`src/rtl/fcs_crc_pkg.sv`:
```
package fcs_crc_pkg;
    localparam int REG_W  = 16;
    localparam int CRC_W  = 16;
    localparam int BYTE_W = 8;
    localparam int ADDR_W = 2;

    typedef enum logic [ADDR_W-1:0] {
        SEL_CTRL = 2'd0,
        SEL_DATA = 2'd1,
        SEL_RSVD = 2'd2,
        SEL_OUT  = 2'd3
    } reg_sel_e;

    typedef enum logic [0:0] {
        ST_IDLE   = 1'b0,
        ST_ABSORB = 1'b1
    } seq_state_e;
endpackage

```
`src/rtl/fcs_crc_byte_fold.sv`:
```
module fcs_crc_byte_fold
    import fcs_crc_pkg::*;
#(
    parameter logic [CRC_W-1:0] FEEDBACK = 16'h8408
) (
    input  logic [CRC_W-1:0]  crc_in,
    input  logic [BYTE_W-1:0] byte_in,
    output logic [CRC_W-1:0]  crc_out
);
    logic [CRC_W-1:0] work;

    // One bit per iteration, least-significant bit of the byte first.
    always_comb begin
        work = crc_in ^ {{(CRC_W-BYTE_W){1'b0}}, byte_in};
        for (int b = 0; b < BYTE_W; b++) begin
            if (work[0]) begin
                work = (work >> 1) ^ FEEDBACK;
            end else begin
                work = work >> 1;
            end
        end
        crc_out = work;
    end
endmodule

```
`src/rtl/fcs_crc_seq.sv`:
```
module fcs_crc_seq
    import fcs_crc_pkg::*;
#(
    parameter int               CNT_W    = 12,
    parameter logic [CRC_W-1:0] PRESET   = 16'h0000,
    parameter logic [CRC_W-1:0] FEEDBACK = 16'h8408
) (
    input  logic              clk,
    input  logic              rst_n,
    input  logic              clr_req,
    input  logic              byte_req,
    input  logic [BYTE_W-1:0] byte_in,
    output logic [CRC_W-1:0]  acc_q,
    output logic [CNT_W-1:0]  cnt_q,
    output logic              absorbing
);
    localparam logic [CNT_W-1:0] CNT_MAX = {CNT_W{1'b1}};

    seq_state_e        state_q, state_d;
    logic [BYTE_W-1:0] hold_q;
    logic [CRC_W-1:0]  folded;

    fcs_crc_byte_fold #(.FEEDBACK(FEEDBACK)) u_fold (
        .crc_in  (acc_q),
        .byte_in (hold_q),
        .crc_out (folded)
    );

    // Next-state logic; a clear always returns to IDLE.
    always_comb begin
        state_d = state_q;
        unique case (state_q)
            ST_IDLE:   state_d = byte_req ? ST_ABSORB : ST_IDLE;
            ST_ABSORB: state_d = byte_req ? ST_ABSORB : ST_IDLE;
        endcase
        if (clr_req) begin
            state_d = ST_IDLE;
        end
    end

    // State register.
    always_ff @(posedge clk or negedge rst_n) begin
        if (!rst_n) begin
            state_q <= ST_IDLE;
        end else begin
            state_q <= state_d;
        end
    end

    // Output / datapath registers driven by the current state.
    always_ff @(posedge clk or negedge rst_n) begin
        if (!rst_n) begin
            acc_q  <= PRESET;
            cnt_q  <= '0;
            hold_q <= '0;
        end else begin
            if (byte_req) begin
                hold_q <= byte_in;
            end
            if (clr_req) begin
                acc_q <= PRESET;
                cnt_q <= '0;
            end else if (state_q == ST_ABSORB) begin
                acc_q <= folded;
                cnt_q <= (cnt_q == CNT_MAX) ? cnt_q : cnt_q + 1'b1;
            end
        end
    end

    assign absorbing = (state_q == ST_ABSORB);
endmodule

```
`src/rtl/fcs_crc_regport.sv`:
```
module fcs_crc_regport
    import fcs_crc_pkg::*;
#(
    parameter int               CNT_W   = 12,
    parameter int               CLR_BIT = 15,
    parameter logic [CRC_W-1:0] XOROUT  = 16'hFCDE
) (
    input  logic              wr_en,
    input  logic [ADDR_W-1:0] wr_addr,
    input  logic [REG_W-1:0]  wr_data,
    input  logic [ADDR_W-1:0] rd_addr,
    input  logic [CRC_W-1:0]  acc,
    input  logic [CNT_W-1:0]  cnt,
    output logic              clr_req,
    output logic              byte_req,
    output logic [BYTE_W-1:0] byte_val,
    output logic [REG_W-1:0]  rd_data
);
    localparam int PAD_W = REG_W - CNT_W;

    assign clr_req  = wr_en && (reg_sel_e'(wr_addr) == SEL_CTRL) && wr_data[CLR_BIT];
    assign byte_req = wr_en && (reg_sel_e'(wr_addr) == SEL_DATA);
    assign byte_val = wr_data[BYTE_W-1:0];

    always_comb begin
        rd_data = '0;
        unique case (reg_sel_e'(rd_addr))
            SEL_CTRL: rd_data = {{PAD_W{1'b0}}, cnt};
            SEL_DATA: rd_data = '0;
            SEL_RSVD: rd_data = '0;
            SEL_OUT:  rd_data = acc ^ XOROUT;
        endcase
    end
endmodule

```
`src/rtl/fcs_crc_engine.sv`:
```
module fcs_crc_engine
    import fcs_crc_pkg::*;
#(
    parameter int               CNT_W    = 12,
    parameter int               CLR_BIT  = 15,
    parameter logic [CRC_W-1:0] PRESET   = 16'h0000,
    parameter logic [CRC_W-1:0] XOROUT   = 16'hFCDE,
    parameter logic [CRC_W-1:0] FEEDBACK = 16'h8408
) (
    input  logic              clk,
    input  logic              rst_n,
    input  logic              wr_en,
    input  logic [1:0]        wr_addr,
    input  logic [15:0]       wr_data,
    input  logic [1:0]        rd_addr,
    output logic [15:0]       rd_data
);
    logic              clr_req;
    logic              byte_req;
    logic [BYTE_W-1:0] byte_val;
    logic [CRC_W-1:0]  acc_w;
    logic [CNT_W-1:0]  cnt_w;
    logic              absorbing_w;

    fcs_crc_regport #(
        .CNT_W   (CNT_W),
        .CLR_BIT (CLR_BIT),
        .XOROUT  (XOROUT)
    ) u_port (
        .wr_en    (wr_en),
        .wr_addr  (wr_addr),
        .wr_data  (wr_data),
        .rd_addr  (rd_addr),
        .acc      (acc_w),
        .cnt      (cnt_w),
        .clr_req  (clr_req),
        .byte_req (byte_req),
        .byte_val (byte_val),
        .rd_data  (rd_data)
    );

    fcs_crc_seq #(
        .CNT_W    (CNT_W),
        .PRESET   (PRESET),
        .FEEDBACK (FEEDBACK)
    ) u_seq (
        .clk       (clk),
        .rst_n     (rst_n),
        .clr_req   (clr_req),
        .byte_req  (byte_req),
        .byte_in   (byte_val),
        .acc_q     (acc_w),
        .cnt_q     (cnt_w),
        .absorbing (absorbing_w)
    );
endmodule

```
`config.mk`:
```
export PLATFORM = sky130hd
export DESIGN_NAME = fcs_crc_engine
export DESIGN_NICKNAME = d
export VERILOG_FILES = /design/src/rtl/fcs_crc_pkg.sv /design/src/rtl/fcs_crc_byte_fold.sv /design/src/rtl/fcs_crc_seq.sv /design/src/rtl/fcs_crc_regport.sv /design/src/rtl/fcs_crc_engine.sv
export SDC_FILE = /design/constraint.sdc
export NUM_CORES = 1
export LEC_CHECK = 0
export ABC_AREA = 1
export BUFFER_PORTS_ARGS = -buffer_cell sky130_fd_sc_hd__buf_2
export CAP_MARGIN = 10
export CORE_MARGIN = 3
export CORE_UTILIZATION = 35
export DETAILED_ROUTE_END_ITERATION = 10
export GPL_TIMING_DRIVEN = 1
export PLACE_DENSITY_LB_ADDON = 0.08
export SYNTH_ARGS = -nofsm -noshare
export SYNTH_HDL_FRONTEND = slang
export SYNTH_SLANG_ARGS = --single-unit
```
`constraint.sdc`:
```
create_clock -name clk -period 1.3 [get_ports clk]
set_clock_uncertainty 0.05 [all_clocks]
set_input_delay 0.26 -clock clk [delete_from_list [all_inputs] [get_ports clk]]
set_output_delay 0.26 -clock clk [all_outputs]
set_load 0.005 [all_outputs]
```
### Word level (Yosys, flattened, before mapping)

Index checks and enable logic that the tools add are counted.

| cells by class | value |
|---|---|
| eq/ne operators | 6 |
| multiplexer cells | 16 |
| bitwise operators | 10 |
| reductions and logical operators | 8 |
| add/subtract/negate cells | 1 |

Operators with widths:

| operator | number |
|---|---|
| $mux W16 | 10 |
| $pmux W16 S3 | 1 |
| $mux W12 | 3 |
| $not A2 Y3 | 8 |
| $xor A16 B8 Y16 | 1 |
| $add A12 B1 Y12 const B | 1 |
| $eq A12 B12 Y1 const B | 1 |
| $not A12 Y12 | 1 |
| $eq A2 B1 Y1 const B | 2 |
| $eq A2 B2 Y1 const B | 2 |
| $logic_not A2 Y1 | 2 |
| $logic_and A1 B1 Y1 | 3 |
| $mux W1 | 2 |
| $ne A2 B2 Y1 const B | 1 |
| $reduce_and A2 Y1 | 1 |
| $reduce_bool A2 Y1 | 1 |
| $reduce_or A2 Y1 | 1 |

| storage, ports and cells | value |
|---|---|
| register bits after elaboration | 37 |
| output and inout bits | 16 |
| bits of input ports | 23 |

### Longest topological paths before layout

Gate-level depths: netlist (run 1).

| depth | value |
|---|---|
| depth after elaboration | 19 |
| mapped depth | 9 |

### Cells and area by module

Synthesis (run 1) repeated with hierarchy kept, for this count alone.

| unflattened totals | value |
|---|---|
| cells, all modules | 366 |
| area total of the unflattened synthesis | 2596.2 um2 |

Modules (own cells, without submodules):

| module | sequential area each (um2) | cells each | area an instance (um2) | instances |
|---|---|---|---|---|
| fcs_crc_seq | 925.9 | 182 | 1695.4 | 1 |
| fcs_crc_byte_fold | 0.0 | 117 | 586.8 | 1 |
| fcs_crc_regport | 0.0 | 67 | 314.1 | 1 |

### Worst setup path before layout (run 1)

OpenSTA, ideal clock, no wires.

| path | value |
|---|---|
| kind | flip-flop to flip-flop |
| start point | register u_seq.cnt_q[1] |
| end point | register u_seq.cnt_q[5] |
| data required time | 1.124 ns |
| buffers on the path | 1 |
| library setup time | 0.126 ns |
| cell stages (with the launch flop) | 8 |
| period minus slack after synthesis | 1.426 ns |
| arrival | 1.250 ns |
| setup slack | -0.126 ns |
| path through | dfrtp_1 ha_1 nand2_1 inv_1 nand3_4 o21ai_4 buf_6 o21ai_0 |

| between the ends | value |
|---|---|
| cells in the longest elaborated chain, start to end | 4 |
| elaborated cells on any way between the ends | 7 |

Ends and longest elaborated chain:

| item | RTL line | RTL |
|---|---|---|
| start, declared | fcs_crc_seq.sv:14 | `output logic [CNT_W-1:0] cnt_q,` |
| start signal, assigned | fcs_crc_seq.sv:65 | `cnt_q <= (cnt_q == CNT_MAX) ? cnt_q : cnt_q + 1'b1;` |
| $add A12 B1 Y12 | fcs_crc_seq.sv:65 |  |
| $mux W12 | fcs_crc_seq.sv:65 |  |
| $mux W12 | fcs_crc_seq.sv:63 | `end else if (state_q == ST_ABSORB) begin` |
| $mux W12 | fcs_crc_seq.sv:60 | `if (clr_req) begin` |

Several ways; a longest one is shown, not always the timed one. The select of a mux whose other input is x is not followed.
A chain may end at the register's enable or synchronous reset.

### Worst setup path in the final report (run 1)

| path | value |
|---|---|
| start point | register u_seq.cnt_q[0] |
| end point | register u_seq.cnt_q[6] |

The elaborated chain is that of the path after synthesis.

==> flow_summary_export.csv, run 1 <==
group,metric,value,unit
critical_path,required,1.46,ns
critical_path,cpLargestDelayFamily,"flip-flops",
drt,firstDrtPassIters,4,
global_route,grt_pass1_wl,10700,µm
global_route,grt_pass1_vias,2247,
critical_path,reg2reg_to,"u_seq.cnt_q[6]$_DFFE_PN0P_",
clock_tree,ctsHtreeMaxLevel,2,
drt,drt_iter0_markers,105,
synthesis,yosysSeqAreaShare,0.429,
critical_path,crit_slowest_cell,"dfrtp_1",
clock_tree,cts_buffers,5,
clock_tree,clock_latency,0.29,ns
place,place_inst,440,
critical_path,start_kind,"flip-flop",
critical_path,worst-path-buf-inv,3,
critical_path,r2r_start,"u_seq.cnt_q[0]$_DFFE_PN0P_",
drt,finalWirelength,6540,µm
timing,setup-tns-final,-2.73,ns
drt,vias,2287,
clock_tree,clkSlewWorstSetupHoldPaths,0.07,ns
synthesis,synth_nets,322,
final_layout,layout.nets,435,
synthesis,ys_ff_latch,37,
critical_path,r2r_cells,9,
clock_tree,cts_tree,"done",
min_path,hold_class,"input pin to flip-flop",
floorplan,row_count,27,
clock_tree,numClockSinks,37,
floorplan,die_x,84.6,µm
floorplan,die-height,84.6,µm
critical_path,reg2reg_setup_slack,-0.19,ns
timing,fmax,0.673,GHz
drt,viasPerCell,4.73,
final_layout,diodes,0,
floorplan,initial_core_util,0.376,
drt,drc,0,
place,dp_hpwl,4440,µm
synthesis,synth_top_area_share,0.429,
timing,tightest_slew,0.325,ns
timing,post-route-min-period,1.49,ns
synthesis,yosys.area.top_type,"dfrtp_1",
synthesis,yosys.cell_types.count,22,
clock_tree,cts_root_buffer,"clkbuf_8",
pwr,p_clk_frac,0.167,
timing,setup-violations-final,31,
synthesis,ys_top_cells_by_area,"dfrtp_1, nand2_1, nand3_1, inv_1, xor2_1",
min_path,holdPathStages,3,
timing,finalMaxSlewViolations,0,
synthesis,syn_area,0.00216,mm²
pwr,power_frac_seq,0.331,
final_layout,mostFrequentLayoutCell,"nand2_1",
synthesis,syn_avg_cell_area,7.25,µm²
global_route,grt_overflow_total,0,
critical_path,cp_slowest_stage_delay,0.36,ns
pwr,p_int,0.00336,W
timing,worst_slack,-0.186,ns
timing,hold_viol_final,0,
critical_path,arrival,1.64,ns
drt,ant_nets,0,
pwr,leakagePower,1.77,nW
final_layout,fin_cells,484,
critical_path,critPathCaptureType,"flip-flop",
floorplan,die-area,0.00715,mm²
run_status,status,"finished, violations left",
timing,timing.slew.headroom,0.783,
job,max-cap-violations,0,
pwr,combPwrFrac,0.503,
drt,wl_per_cell,13.5,µm
place,port_buffers,31,
final_layout,syn_to_final_growth,59.3,%
critical_path,crit_fanout,10,
synthesis,yosysWarnings,0,
timing,rsz0062_at_grt,"yes",
global_route,grtUsageTotal,0.188,
final_layout,drive_gt1_frac,0.444,
global_route,antenna_found_initial,0,
critical_path,crit_type,"flip-flop to flip-flop",
timing,min_period_over_period,1.14,
global_route,grt_start_max_net_pins,38,
min_path,min_from,"wr_data[1]",
pwr,ir_drop,0.797,mV
place,place.gp.congestion,0.810,
run_status,violations,"setup timing",
critical_path,worstPathCellList,"ha_2, nand2_2, buf_6, inv_4, nand3_4, o21ai_4, buf_12, nand2_1, o21ai_0",
floorplan,core_area,0.00574,mm²
pwr,swShare,0.389,
pwr,switching_power,0.00213,W
clock_tree,ctsLongestPathBuffers,2,
pwr,power_density,1600,mW/mm²
final_layout,final_cell_mix,"nand2_1, buf_4, dfrtp_1",
min_path,whs_endpoint,"u_seq.hold_q[1]$_DFFE_PN0P_",
synthesis,synth_cells,298,
floorplan,floorplan.io_pins,39,
[routing by layer]
layer  part of all wire  up-vias  GRT usage  routed length [µm]
met2               0.46       63      0.290                3030
met5                  0        -          0                   0
met4              0.010        0     0.0619                  67
li1                   -     1172          -                   -
met3              0.055        6     0.0383                 360
met1               0.47     1046      0.263                3090
[state kept, by name, indices dropped and copies added (netlist names)]
register and flops:
u_seq.hold_q 8, u_seq.absorbing 1, u_seq.cnt_q 12, u_seq.acc_q 16
[area by class of cell]
class                   count  area, µm²
repair buffers            110        865
clock inverters             1       5.00
repair inverters            1       7.51
flip-flops and latches     37        930
well taps                  72       90.1
inverters                  31        138
fillers                   525       2300
multi-input cells         225       1310
clock buffers               7       96.3
[power by group through the flow]
stage	combinational [W]	clock (W)	sequential, W
2_1_floorplan	0.00121	0	0.00175
3_3_place_gp	0.00192	0	0.00182
3_5_place_dp	0.00196	0	0.00182
4_1_cts	0.00238	0.000939	0.00179
5_1_grt	0.00309	0.000988	0.00187
6_report	0.00276	0.000916	0.00182
[worst min-delay path: stages]
cell and delay [ns]:
buf_2 0.07, nand2_1 0.04, nand2_1 0.05
[cells by family after synthesis]
family / Yosys count / synth area share
flip-flops: 37 / 0.429
AND/OR/NAND/NOR: 174 / 0.336
XOR/XNOR: 18 / 0.0730
AO/OA/AOI/OAI: 32 / 0.0898
buffers and inverters: 36 / 0.0666
adder cells (fa/ha/maj): 1 / 0.00579
[repair_timing]
action,in CTS,in global routing
setup endpoints to repair,26,41
pin swaps,12,18
resized for setup,61,37
endpoints found under the hold margin,37,0
cloned,0,1
buffers inserted,24,10
hold buffers,1,0
[synth_stat cells (all sizes together)]
cell type and n:
nor2 17, nand4 1, o22ai 15, o21ai 17, inv 30, nand3 26
clkinv 1, or2 1, buf 2, xor2 12, ha 1, nand3b 1
dfrtp 37, xnor2 6, nand2 128, clkbuf 3
[per-stage QoR]
stage | worst slack (ns) | instance area [µm²] | hold WS, ns | util | total power (W)
floorplan | -0.0806 | 2160 | -0.0856 | - | 0.00296
CTS | -0.170 | 3220 | 0.108 | 0.560 | 0.00511
detailed placement | -0.210 | 2760 | 0.198 | 0.480 | 0.00378
global placement | -0.217 | 2760 | 0.198 | 0.480 | 0.00374
finish | -0.186 | 3440 | 0.110 | 0.599 | 0.00549
global route | -0.270 | 3440 | 0.124 | 0.599 | 0.00595
[worst max path at each step]
stage | cells after the start | slack [ns] | start | to
6_report | 9 | -0.19 | u_seq.cnt_q[0]$_DFFE_PN0P_ | u_seq.cnt_q[6]$_DFFE_PN0P_
5_1_grt | 9 | -0.27 | u_seq.cnt_q[1]$_DFFE_PN0P_ | u_seq.cnt_q[2]$_DFFE_PN0P_
4_1_cts | 9 | -0.17 | u_seq.cnt_q[0]$_DFFE_PN0P_ | u_seq.cnt_q[0]$_DFFE_PN0P_
3_5_place_dp | 7 | -0.21 | u_seq.cnt_q[0]$_DFFE_PN0P_ | u_seq.cnt_q[0]$_DFFE_PN0P_
3_3_place_gp | 7 | -0.22 | u_seq.cnt_q[0]$_DFFE_PN0P_ | u_seq.cnt_q[0]$_DFFE_PN0P_
2_1_floorplan | 7 | -0.08 | u_seq.cnt_q[1]$_DFFE_PN0P_ | u_seq.cnt_q[5]$_DFFE_PN0P_
Power figures use the tool's default switching activity.
==> run 2: changes to the inputs <==
--- a/config.mk
+++ b/config.mk
@@ -9,7 +9,7 @@
 export BUFFER_PORTS_ARGS = -buffer_cell sky130_fd_sc_hd__buf_2
 export CAP_MARGIN = 10
 export CORE_MARGIN = 3
-export CORE_UTILIZATION = 35
+export CORE_UTILIZATION = 50
 export DETAILED_ROUTE_END_ITERATION = 10
 export GPL_TIMING_DRIVEN = 1
 export PLACE_DENSITY_LB_ADDON = 0.08
==> constraint.sdc (replaced) <==
create_clock -name clk -period 1.3 [get_ports clk]
set_clock_uncertainty 0.05 [all_clocks]
set_input_delay 0.26 -clock clk [delete_from_list [all_inputs] [get_ports clk]]
set_output_delay 0.26 -clock clk [all_outputs]
set_load 0.01 [all_outputs]
==> flow_summary_export.csv, run 2 (synthesized netlist as in run 1, its figures left out) <==
group,metric,value,unit
final_layout,layout.nets,432,
critical_path,start_kind,"flip-flop",
timing,setup-tns-final,-5.48,ns
drt,ant_nets,0,
run_status,status,"finished, violations left",
final_layout,drive_gt1_frac,0.484,
drt,viasPerCell,5.57,
timing,setup-violations-final,28,
critical_path,worstPathCellList,"nand2_2, nor2_8, nand3_4, o21ai_4, clkbuf_16, nand2_2, o21ai_1",
drt,finalWirelength,7930,µm
final_layout,final_cell_mix,"nand2_1, buf_4, buf_2, dfrtp_1, nand2_2",
global_route,grtUsageTotal,0.246,
critical_path,required,1.47,ns
final_layout,top_register,"u_seq.acc_q",
timing,finalMaxSlewViolations,0,
floorplan,die_x,71.7,µm
clock_tree,clkSlewWorstSetupHoldPaths,0.09,ns
final_layout,largest_register_ffs,16,
final_layout,diodes,0,
clock_tree,cts_root_buffer,"clkbuf_8",
place,place_ws,-0.164,ns
place,dp_hpwl,4100,µm
final_layout,final_cell_area,0.00349,mm²
final_layout,reg.largest.list,"u_seq.acc_q (16), u_seq.cnt_q (12), u_seq.hold_q (8)",
final_layout,utilization,0.854,
pwr,ir_drop,1.21,mV
timing,min_period_over_period,1.30,
drt,firstDrtPassIters,5,
floorplan,die-height,71.7,µm
global_route,antenna_found_initial,0,
clock_tree,cts_tree,"done",
critical_path,crit_fanout,8,
clock_tree,ctsHtreeMaxLevel,2,
pwr,leakagePower,1.77,nW
timing,rsz0062_at_grt,"yes",
timing,fmax,0.593,GHz
place,place_area,0.00267,mm²
floorplan,row_count,23,
final_layout,syn_to_final_growth,61.5,%
floorplan,die-area,0.00514,mm²
global_route,grt_pass1_vias,2061,
clock_tree,ctsLongestPathBuffers,2,
clock_tree,clock_latency,0.30,ns
place,port_buffers,31,
floorplan,initial_core_util,0.528,
drt,drt_iter0_markers,272,
global_route,grt_overflow_total,0,
min_path,hold_class,"input pin to flip-flop",
clock_tree,cts_buffers,5,
final_layout,nFillCells,214,
place,place.gp.congestion,0.826,
critical_path,critPathCaptureType,"flip-flop",
floorplan,core_area,0.00409,mm²
critical_path,cp_slowest_stage_delay,0.50,ns
timing,worst_slack,-0.386,ns
min_path,holdPathStages,3,
pwr,power_density,1810,mW/mm²
run_status,violations,"setup timing",
timing,timing.slew.headroom,0.790,
critical_path,crit_slowest_cell,"dfrtp_1",
critical_path,cp_common_cell,"nand2_2",
critical_path,r2r_cells,7,
timing,post-route-min-period,1.69,ns
job,max-cap-violations,0,
clock_tree,numClockSinks,37,
timing,tightest_slew,0.316,ns
drt,drc,0,
pwr,total_power,0.00632,W
floorplan,floorplan.io_pins,39,
final_layout,mostFrequentLayoutCell,"nand2_1",
critical_path,arrival,1.85,ns
critical_path,crit_type,"flip-flop to flip-flop",
drt,vias,2557,
timing,hold_viol_final,0,
drt,wl_per_cell,17.3,µm
global_route,grt_pass1_wl,9610,µm
global_route,grt_start_max_net_pins,38,
[run 2: per-layer routing]
layer / up-vias / share of wire / global-route usage
li1: 1164 / - / -
met1: 1228 / 0.42 / 0.341
met2: 132 / 0.47 / 0.383
met3: 33 / 0.074 / 0.0477
met4: 0 / 0.039 / 0.0898
met5: - / 0 / 0
[run 2: per-stage QoR]
step,hold slack (ns),std cells
floorplan,-0.0856,298
global placement,0.192,411
detailed placement,0.191,411
CTS,0.105,439
global route,0.105,459
finish,0.0965,459
[run 2: report_power, final]
part / total, W / switching (W) / internal, W / leakage, nW
sequential: 0.00184 / 0.000364 / 0.00147 / 0.475
combinational: 0.00355 / 0.00182 / 0.00172 / 1.24
clock: 0.000938 / 0.000458 / 0.000480 / 0.0542
[run 2: worst paths after layout]
path / startpoint / end / slack [ns]
max: u_seq.cnt_q[4]$_DFFE_PN0P_ / u_seq.cnt_q[4]$_DFFE_PN0P_ / -0.39
min: wr_data[1] / u_seq.hold_q[1]$_DFFE_PN0P_ / 0.1
max reg2reg: u_seq.cnt_q[4]$_DFFE_PN0P_ / u_seq.cnt_q[4]$_DFFE_PN0P_ / -0.39
min reg2reg: u_seq.acc_q[13]$_DFFE_PN0P_ / u_seq.acc_q[13]$_DFFE_PN0P_ / 0.52
max in group asynchronous: rst_n / u_seq.cnt_q[6]$_DFFE_PN0P_ / 0.59
min in group asynchronous: rst_n / u_seq.acc_q[13]$_DFFE_PN0P_ / 0.39
[run 2: worst max-delay path, delay by kind of cell, from the launching register on]
| family | cells | cell delay (ns) |
|---|---|---|
| and+or+nand+nor | 4 | 0.48 |
| buffers and inverters | 1 | 0.21 |
| DFF | 1 | 0.50 |
| AOI/OAI and AO/OA | 2 | 0.36 |
[run 2: final cells by class]
type	instances	area (µm²)	share of cell area
Multi-Input combinational cell	225	1400	0.400
Sequential cell	37	933	0.268
Timing Repair Buffer	107	857	0.246
Inverter	31	130	0.0373
Clock buffer	7	96.3	0.0276
Tap cell	50	62.6	0.0179
Timing Repair inverter	1	7.51	0.00215
Clock inverter	1	5.00	0.00143
[run 2: timing repair]
action,CTS,global route
setup buffers,19,18
setup endpoints to repair,28,37
pin swaps,11,27
hold buffers,1,0
hold endpoints to repair,37,0
cloned,0,3
resized for setup,25,89
==> run 3: changes to the inputs <==
--- a/config.mk
+++ b/config.mk
@@ -13,6 +13,7 @@
 export DETAILED_ROUTE_END_ITERATION = 10
 export GPL_TIMING_DRIVEN = 1
 export PLACE_DENSITY_LB_ADDON = 0.08
+export SETUP_SLACK_MARGIN = 0.1
 export SYNTH_ARGS = -nofsm -noshare
 export SYNTH_HDL_FRONTEND = slang
 export SYNTH_SLANG_ARGS = --single-unit
==> flow_summary_export.csv, run 3 (synthesized netlist as in run 1, its figures left out) <==
group,metric,value,unit
final_layout,fin_cells,457,
drt,viasPerCell,5.57,
final_layout,drive_gt1_frac,0.494,
final_layout,top_register,"u_seq.acc_q",
critical_path,reg2reg_setup_slack,-0.20,ns
min_path,min_from,"wr_data[6]",
critical_path,cp_slowest_stage_delay,0.45,ns
floorplan,die-height,71.7,µm
pwr,ir_drop,1.17,mV
global_route,grt_start_max_net_pins,38,
place,place.gp.congestion,0.865,
final_layout,largest_register_ffs,16,
place,place_inst,410,
timing,finalMaxSlewViolations,0,
floorplan,initial_core_util,0.528,
place,port_buffers,31,
timing,worst_slack,-0.205,ns
global_route,antenna_found_initial,0,
global_route,grt_pass1_vias,2290,
floorplan,floorplan.io_pins,39,
run_status,violations,"setup timing",
critical_path,crit_fanout,7,
timing,post-route-min-period,1.50,ns
clock_tree,clkSlewWorstSetupHoldPaths,0.07,ns
clock_tree,clock_latency,0.31,ns
timing,timing.slew.headroom,0.809,
floorplan,row_count,23,
final_layout,mostFrequentLayoutCell,"nand2_1",
critical_path,arrival,1.67,ns
pwr,leakagePower,1.76,nW
drt,firstDrtPassIters,4,
global_route,grt_overflow_total,0,
clock_tree,cts_tree,"done",
drt,vias,2544,
final_layout,layout.nets,431,
clock_tree,cts_root_buffer,"clkbuf_8",
global_route,grt_pass1_wl,11000,µm
critical_path,required,1.46,ns
critical_path,crit_type,"flip-flop to flip-flop",
drt,wl_per_cell,17.0,µm
clock_tree,cts_buffers,5,
critical_path,cp-startpoint,"u_seq.cnt_q[3]$_DFFE_PN0P_",
timing,min_period_over_period,1.16,
timing,hold_viol_final,0,
drt,finalWirelength,7780,µm
run_status,status,"finished, violations left",
critical_path,crit_slowest_cell,"dfrtp_1",
final_layout,final_cell_mix,"nand2_1, buf_4, dfrtp_1",
critical_path,reg2reg_to,"u_seq.cnt_q[3]$_DFFE_PN0P_",
drt,ant_nets,0,
critical_path,crit_path_end,"u_seq.cnt_q[3]$_DFFE_PN0P_",
critical_path,start_kind,"flip-flop",
critical_path,r2r_cells,7,
final_layout,reg.largest.list,"u_seq.acc_q (16), u_seq.cnt_q (12), u_seq.hold_q (8)",
min_path,hold_class,"input pin to flip-flop",
critical_path,worstPathCellList,"nand2_2, nor2_8, nand3_4, o21ai_4, buf_6, nand2_2, o21ai_1",
timing,tightest_slew,0.286,ns
clock_tree,numClockSinks,37,
floorplan,die-area,0.00514,mm²
drt,drc,0,
critical_path,cp_common_cell,"nand2_2",
final_layout,syn_to_final_growth,62.2,%
critical_path,r2r_start,"u_seq.cnt_q[3]$_DFFE_PN0P_",
place,dp_hpwl,4140,µm
final_layout,nFillCells,222,
floorplan,die_x,71.7,µm
global_route,grtUsageTotal,0.279,
clock_tree,ctsLongestPathBuffers,2,
pwr,power_density,1820,mW/mm²
final_layout,utilization,0.857,
job,max-cap-violations,0,
timing,rsz0062_at_grt,"yes",
floorplan,core_area,0.00409,mm²
clock_tree,ctsHtreeMaxLevel,2,
final_layout,diodes,0,
timing,setup-violations-final,31,
timing,fmax,0.665,GHz
critical_path,critPathCaptureType,"flip-flop",
drt,drt_iter0_markers,253,
run 3: cell count changes in the layout (fill, tap and decap cells not counted), moves of 3 or more:
| cell | previous run | this run |
|---|---|---|
| buf_4 | 55 | 47 |
| buf_6 | 15 | 26 |
| inv_1 | 16 | 11 |
| inv_2 | 9 | 13 |
| nand2_1 | 101 | 97 |
| nand2_4 | 3 | 6 |
| nand3_1 | 21 | 18 |
| o21ai_1 | 6 | 11 |
| o21ai_2 | 5 | 2 |
| xor2_1 | 5 | 9 |
| xor2_2 | 7 | 2 |
run 3: layout make-up:
type	count	area [µm²]	share of cell area
timing repair buffer	106	846	0.241
clock buffer	7	86.3	0.0246
inverter	31	134	0.0382
multi-input combinational	225	1440	0.410
timing repair inverter	1	7.51	0.00214
sequential	37	931	0.266
tap	50	62.6	0.0179
run 3: critical path: cells and delay by family, from the launching register on:
| family | cells | cell delay, ns |
|---|---|---|
| AO/OA/AOI/OAI | 2 | 0.32 |
| buffers and inverters | 1 | 0.17 |
| flip-flops | 1 | 0.45 |
| AND/OR/NAND/NOR | 4 | 0.43 |
run 3: what timing repair did:
| item | CTS | global route |
|---|---|---|
| pin swaps | 27 | 21 |
| buffers inserted | 32 | 7 |
| gates cloned | 1 | 0 |
| hold endpoints to repair | 37 | 0 |
| setup endpoints to repair | 42 | 43 |
| resized for setup | 89 | 39 |
| hold buffers | 1 | 0 |
run 3: metrics by stage:
step           setup TNS [ns]  cell area, µm²  setup WS [ns]  total power (W)  hold WS, ns
2_1_floorplan          -0.602            2250        -0.0806          0.00308      -0.0856
3_3_place_gp            -5.22            2720         -0.189          0.00380        0.191
4_1_cts                 -1.97            3310         -0.156          0.00564        0.108
6_report                -3.57            3500         -0.205          0.00637        0.102
3_5_place_dp            -5.83            2720         -0.211          0.00387        0.191
5_1_grt                 -5.61            3500         -0.290          0.00672        0.116
run 3: worst min path at each step:
stage / end / slack (ns) / cells past startpoint
after floorplan: u_seq.absorbing$_DFF_PN0_ / -0.09 / 0
after global placement: u_seq.acc_q[13]$_DFFE_PN0P_ / 0.19 / 2
after detailed placement: u_seq.acc_q[13]$_DFFE_PN0P_ / 0.19 / 2
after CTS: u_seq.hold_q[6]$_DFFE_PN0P_ / 0.11 / 3
after global routing: u_seq.hold_q[2]$_DFFE_PN0P_ / 0.12 / 3
final: u_seq.hold_q[6]$_DFFE_PN0P_ / 0.10 / 3
run 3: metal layers:
layer | vias up | track usage | part of all wire
li1 | 1163 | - | -
met1 | 1170 | 0.388 | 0.40
met5 | - | 0 | 0
met3 | 41 | 0.0603 | 0.083
met4 | 0 | 0.0877 | 0.048
met2 | 170 | 0.436 | 0.47
run 3: where the power goes:
group          leakage [nW]  total (W)  switching, W  internal, W
clock                0.0443   0.000863      0.000441     0.000421
combinational          1.24    0.00371       0.00191      0.00180
sequential            0.477    0.00180      0.000331      0.00147
total                  1.76    0.00637       0.00269      0.00369
